<file path="src/rtl/tmr_evt_out_pkg.sv">
// Package: shared encodings for the timer event output generator.
// Assumes: the trigger select is a 2-bit field whose code 3 is unused.
package tmr_evt_out_pkg;

    // Trigger select codes seen on trig_sel
    typedef enum logic [1:0] {
        TRIG_OFF  = 2'd0,
        TRIG_OVF  = 2'd1,
        TRIG_BOTH = 2'd2,
        TRIG_RSV  = 2'd3
    } trig_sel_e;

    // Output-style controls consumed by the pin driver
    typedef struct packed {
        logic hold;      // pin is an input: freeze the register
        logic toggle;    // 1 = invert per event, 0 = pulse
        logic idle;      // idle pin level
    } pin_ctl_t;

endpackage

</file>
<file path="src/rtl/tmr_evt_sel.sv">
// Module: tmr_evt_sel
// Decides whether triggering is live this clock and whether an acting
// event is present. Purely combinational.
// Assumes: strobes are single-clock pulses from the counter core.
module tmr_evt_sel
    import tmr_evt_out_pkg::*;
(
    input  logic       timer_run,
    input  logic       ovf_stb,
    input  logic       match_stb,
    input  logic [1:0] trig_sel,
    output logic       trig_live,
    output logic       evt_hit
);

    trig_sel_e sel;

    // Qualify the strobes by the selected trigger code
    always_comb begin
        sel       = trig_sel_e'(trig_sel);
        trig_live = 1'b0;
        evt_hit   = 1'b0;
        case (sel)
            TRIG_OVF: begin
                trig_live = timer_run;
                evt_hit   = timer_run & ovf_stb;
            end
            TRIG_BOTH: begin
                trig_live = timer_run;
                evt_hit   = timer_run & (ovf_stb | match_stb);
            end
            default: begin
                trig_live = 1'b0;
                evt_hit   = 1'b0;
            end
        endcase
    end

endmodule

</file>
<file path="src/rtl/tmr_pin_drv.sv">
// Module: tmr_pin_drv
// Holds the output pin register and computes its next level from the
// qualified event and the output-style controls.
// Assumes: evt_hit is already qualified by the run flag and the trigger code.
module tmr_pin_drv
    import tmr_evt_out_pkg::*;
#(
    parameter logic RESET_LVL = 1'b0
) (
    input  logic     clk,
    input  logic     rst_n,
    input  pin_ctl_t ctl,
    input  logic     trig_live,
    input  logic     evt_hit,
    output logic     pin_q
);

    logic pin_d;

    // Next pin level: freeze, idle, toggle or pulse
    always_comb begin
        if (ctl.hold) begin
            pin_d = pin_q;
        end else if (!trig_live) begin
            pin_d = ctl.idle;
        end else if (ctl.toggle) begin
            pin_d = evt_hit ? ~pin_q : pin_q;
        end else begin
            pin_d = evt_hit ? ~ctl.idle : ctl.idle;
        end
    end

    // Pin register with synchronous active-low reset
    always_ff @(posedge clk) begin
        if (!rst_n) begin
            pin_q <= RESET_LVL;
        end else begin
            pin_q <= pin_d;
        end
    end

endmodule

</file>
<file path="src/rtl/tmr_evt_out.sv">
// Module: tmr_evt_out (top)
// Drives the timer output pin from overflow and match strobes under the
// trigger select, output style, idle level and shared direction controls.
// Assumes: all inputs are synchronous to clk; output is registered.
module tmr_evt_out
    import tmr_evt_out_pkg::*;
#(
    parameter logic RESET_LVL = 1'b0
) (
    input  logic       clk,
    input  logic       rst_n,
    input  logic       timer_run,
    input  logic       ovf_stb,
    input  logic       match_stb,
    input  logic [1:0] trig_sel,
    input  logic       toggle_mode,
    input  logic       idle_lvl,
    input  logic       pin_is_input,
    output logic       pin_out
);

    logic     trig_live;
    logic     evt_hit;
    pin_ctl_t ctl;

    // Gather output-style controls for the driver
    always_comb begin
        ctl.hold   = pin_is_input;
        ctl.toggle = toggle_mode;
        ctl.idle   = idle_lvl;
    end

    tmr_evt_sel u_sel (
        .timer_run (timer_run),
        .ovf_stb   (ovf_stb),
        .match_stb (match_stb),
        .trig_sel  (trig_sel),
        .trig_live (trig_live),
        .evt_hit   (evt_hit)
    );

    tmr_pin_drv #(
        .RESET_LVL (RESET_LVL)
    ) u_drv (
        .clk       (clk),
        .rst_n     (rst_n),
        .ctl       (ctl),
        .trig_live (trig_live),
        .evt_hit   (evt_hit),
        .pin_q     (pin_out)
    );

endmodule

</file>
<file path="config.mk">
export PLATFORM = sky130hd
export DESIGN_NAME = tmr_evt_out
export DESIGN_NICKNAME = d
export VERILOG_FILES = /design/src/rtl/tmr_evt_out_pkg.sv /design/src/rtl/tmr_evt_sel.sv /design/src/rtl/tmr_pin_drv.sv /design/src/rtl/tmr_evt_out.sv
export SDC_FILE = /design/constraint.sdc
export NUM_CORES = 1
export LEC_CHECK = 0
export ABC_AREA = 0
export BUFFER_PORTS_ARGS = -buffer_cell sky130_fd_sc_hd__buf_2
export CORE_AREA = 2 2 39 41
export DETAILED_ROUTE_END_ITERATION = 6
export DIE_AREA = 0 0 41 43
export GPL_TIMING_DRIVEN = 0
export HOLD_SLACK_MARGIN = 0.05
export PLACE_DENSITY = 0.36
export SLEW_MARGIN = 10
export SYNTH_ARGS = -nofsm -noshare
export SYNTH_HDL_FRONTEND = slang
export SYNTH_SLANG_ARGS = --single-unit
</file>
<file path="constraint.sdc">
create_clock -name clk -period 1.9 [get_ports clk]
set_clock_uncertainty 0.05 [all_clocks]
set_input_delay 0.285 -clock clk [delete_from_list [all_inputs] [get_ports clk]]
set_output_delay 0.285 -clock clk [all_outputs]
set_load 0.01 [all_outputs]
</file>
==> impl_metrics.prom <==
# TYPE chip_impl_metric gauge
chip_impl_metric{name="postLayoutCoreUtil",unit=""} 0.137
chip_impl_metric{name="synth_unique_cells",unit=""} 13
chip_impl_metric{name="floorplan.initialDensity",unit=""} 0.0859
chip_impl_metric{name="power_dens_cells",unit="nW/um2"} 298
chip_impl_metric{name="synthCells",unit=""} 14
chip_impl_info{name="min_path_type",value="in2reg"} 1
chip_impl_metric{name="die_y",unit="um"} 43
chip_impl_metric{name="fillCellCount",unit=""} 158
chip_impl_metric{name="clkSlewWorstSetupHoldPaths",unit="ps"} 0
chip_impl_metric{name="comb_power_share",unit=""} 0.555
chip_impl_metric{name="core_region_area",unit="um2"} 1380
chip_impl_metric{name="syn-mean-instance-area",unit="um2"} 8.49
chip_impl_metric{name="fmax",unit="MHz"} 600
chip_impl_info{name="largest_registers",value="u_drv.pin_q x1"} 1
chip_impl_metric{name="grt_usage",unit=""} 0.0460
chip_impl_metric{name="final_antenna_net_count",unit=""} 0
chip_impl_metric{name="wire_length_of_the_first_global_routing_pass",unit="um"} 614
chip_impl_metric{name="finalSetupViolCount",unit=""} 0
chip_impl_metric{name="ff_latch_area",unit="um2"} 20.0
chip_impl_metric{name="areaGrowthSynthToFinish",unit="%"} 58.9
chip_impl_metric{name="synth.yosys.warnings",unit=""} 0
chip_impl_metric{name="worst_ep_arrival_time",unit="ps"} 1500
chip_impl_metric{name="number_of_flip_flops_in_the_largest_register",unit=""} 1
chip_impl_metric{name="cts-resized-gates",unit=""} 0
chip_impl_metric{name="multiInputGateArea",unit="um2"} 95.1
chip_impl_metric{name="proportion_of_layout_cells_with_a_drive_suffix_above_1",unit=""} 0.500
chip_impl_metric{name="power.sequential.fraction",unit=""} 0.445
chip_impl_metric{name="timing.final.hold_violations",unit=""} 0
chip_impl_info{name="startpoint_type",value="input pin"} 1
chip_impl_metric{name="totalNegativeSetupSlack",unit="ps"} 0
chip_impl_metric{name="postSynthRegisterBits",unit=""} 1
chip_impl_metric{name="route.vias.total",unit=""} 135
chip_impl_metric{name="top_level_ports",unit=""} 11
chip_impl_metric{name="floorplan.die_area",unit="um2"} 1760
chip_impl_metric{name="routed_wirelength",unit="um"} 346
chip_impl_metric{name="drcViolationCount",unit=""} 0
chip_impl_metric{name="slew-limit-headroom",unit=""} 0.897
chip_impl_metric{name="number_of_antenna_violations_at_the_first_check_in_global_routing",unit=""} 0
chip_impl_info{name="worst_r2r_startpoint",value="u_drv.pin_q$_SDFFE_PN0P_"} 1
chip_impl_metric{name="buffer_ports.inserted",unit=""} 10
chip_impl_metric{name="floorplan.rows",unit=""} 14
chip_impl_metric{name="clockPowerShare",unit=""} 0
chip_impl_metric{name="drt_iter0_drc",unit=""} 2
chip_impl_metric{name="internal_power",unit="W"} 0.0000418
chip_impl_metric{name="post_layout_nets",unit=""} 37
chip_impl_metric{name="power.leakage",unit="nW"} 0.0922
chip_impl_metric{name="drv_cap",unit=""} 0
chip_impl_metric{name="timing_worst_slew_pin_value",unit="ps"} 154
chip_impl_metric{name="detail_route.first_pass.iterations",unit=""} 2
chip_impl_info{name="run_status",value="completed"} 1
chip_impl_metric{name="layout_min_cycle_time",unit="ps"} 1670
chip_impl_metric{name="p_sw",unit="W"} 0.0000146
chip_impl_metric{name="worst-endpoint-required",unit="ps"} 1730
chip_impl_info{name="holdCritStartpoint",value="rst_n"} 1
chip_impl_metric{name="grt_pass1_vias",unit=""} 135
chip_impl_metric{name="detail_route.vias_per_cell",unit=""} 3.38
chip_impl_info{name="largest_register_by_flop_count",value="u_drv.pin_q"} 1
chip_impl_metric{name="detail_route.wl_per_cell",unit="um"} 8.65
chip_impl_metric{name="die_width",unit="um"} 41
chip_impl_metric{name="gp_congestion",unit=""} 0.723
chip_impl_metric{name="worstSkewPairLatency",unit="ps"} 0
chip_impl_info{name="critPathLaunch",value="trig_sel[0]"} 1
chip_impl_metric{name="switching_share_of_power",unit=""} 0.259
chip_impl_metric{name="synth_seq_area_share",unit=""} 0.168
chip_impl_metric{name="antenna_cells",unit=""} 0
chip_impl_info{name="critical_path.endpoint_type",value="register"} 1
chip_impl_metric{name="min_period_over_period",unit=""} 0.877
chip_impl_metric{name="largest_net_degree_at_the_start_of_global_routing",unit=""} 5
chip_impl_info{name="setup_repair_after_global_routing_missed_its_margin",value="no"} 1
chip_impl_metric{name="global_route_overflow",unit=""} 0
chip_impl_metric{name="synth_nets",unit=""} 25
chip_impl_metric{name="post-cts-setup-buffer-count",unit=""} 0
chip_impl_metric{name="maxSlewViolCount",unit=""} 0
chip_impl_metric{name="mappedNetlistArea",unit="um2"} 119
chip_impl_metric{name="path_max_fanout",unit=""} 2
chip_impl_metric{name="worst_ir_drop_vdd",unit="mV"} 0.129
chip_impl_metric{name="cts-hold-fix-buffers",unit=""} 0
chip_impl_info{name="crit_type",value="in2reg"} 1
[final timing paths]
path | to | slack [ps] | depth (start not counted)
worst max-delay path | u_drv.pin_q$_SDFFE_PN0P_ | 230 | 6
worst min-delay path | u_drv.pin_q$_SDFFE_PN0P_ | 500 | 2
worst max register to register | u_drv.pin_q$_SDFFE_PN0P_ | 710 | 3
worst min register to register | u_drv.pin_q$_SDFFE_PN0P_ | 660 | 3
[Yosys cell counts]
cell type | number | area share
sky130_fd_sc_hd__mux2i_1 | 1 | 0.084
sky130_fd_sc_hd__inv_1 | 1 | 0.032
sky130_fd_sc_hd__and4_1 | 1 | 0.074
sky130_fd_sc_hd__a21oi_1 | 2 | 0.084
sky130_fd_sc_hd__nor2b_1 | 1 | 0.053
sky130_fd_sc_hd__o21ai_1 | 1 | 0.042
sky130_fd_sc_hd__or4_1 | 1 | 0.063
sky130_fd_sc_hd__nor2_1 | 1 | 0.032
sky130_fd_sc_hd__dfxtp_1 | 1 | 0.17
sky130_fd_sc_hd__and4bb_2 | 1 | 0.11
sky130_fd_sc_hd__nor3_1 | 1 | 0.042
sky130_fd_sc_hd__nand2b_4 | 1 | 0.12
sky130_fd_sc_hd__ha_1 | 1 | 0.11
[kinds of logic (layout without fill, tap and decap cells)]
group,count (synthesis),in the layout,share of synthesized area
multiplexers,1,1,0.0842
adder cells (fa/ha/maj),1,1,0.105
AND/OR/NAND/NOR,7,7,0.484
AO/OA/AOI/OAI,3,3,0.126
buffers and inverters,1,11,0.0315
flip-flops,1,1,0.168
[layer usage]
metal,vias up,wire length (um),track usage
li1,74,-,-
met1,50,206,0.0921
met2,11,79,0.0469
met3,0,60,0.0105
met4,0,0,0
met5,-,0,0
[per-stage QoR]
| step | hold slack (ps) | cell area (um2) | setup WS [ps] | cells | total power (W) |
|---|---|---|---|---|---|
| CTS | 509 | 189 | 222 | 40 | 0.0000566 |
| global placement | 508 | 189 | 225 | 40 | 0.0000572 |
| finish | 500 | 189 | 233 | 40 | 0.0000564 |
| global route | 538 | 189 | 163 | 40 | 0.0000603 |
| detailed placement | 507 | 189 | 245 | 40 | 0.0000563 |
| floorplan | 406 | 119 | 398 | 14 | 0.0000401 |
[worst max-delay path, stage by stage]
cell and delay (ps):
sky130_fd_sc_hd__buf_2 80, sky130_fd_sc_hd__inv_1 30, sky130_fd_sc_hd__ha_1 300, sky130_fd_sc_hd__nand2b_4 150
sky130_fd_sc_hd__or4_1 460, sky130_fd_sc_hd__and4_1 190
[power by group through the flow]
stage	logic, W	registers, W	clock network [W]
after floorplan	0.0000145	0.0000256	0
after global placement	0.0000320	0.0000252	0
after detailed placement	0.0000314	0.0000250	0
after CTS	0.0000317	0.0000250	0
after global routing	0.0000350	0.0000253	0
final	0.0000313	0.0000251	0
[cell usage in the layout, fill, tap and decap left out, drive strengths merged]
cell | netlist | final
a21oi | 2 | 2
and4 | 1 | 1
and4bb | 1 | 1
buf | 0 | 10
dfxtp | 1 | 1
ha | 1 | 1
inv | 1 | 1
mux2i | 1 | 1
nand2b | 1 | 1
nor2 | 1 | 1
nor2b | 1 | 1
nor3 | 1 | 1
o21ai | 1 | 1
or4 | 1 | 1
[area by class of cell]
cell class | count | share of cell area
Inverter | 1 | 0.0199
Multi-Input combinational cell | 12 | 0.503
Sequential cell | 1 | 0.106
Tap cell | 16 | 0.106
Timing Repair Buffer | 10 | 0.265
Note: power is estimated with default switching activity, not from simulation.
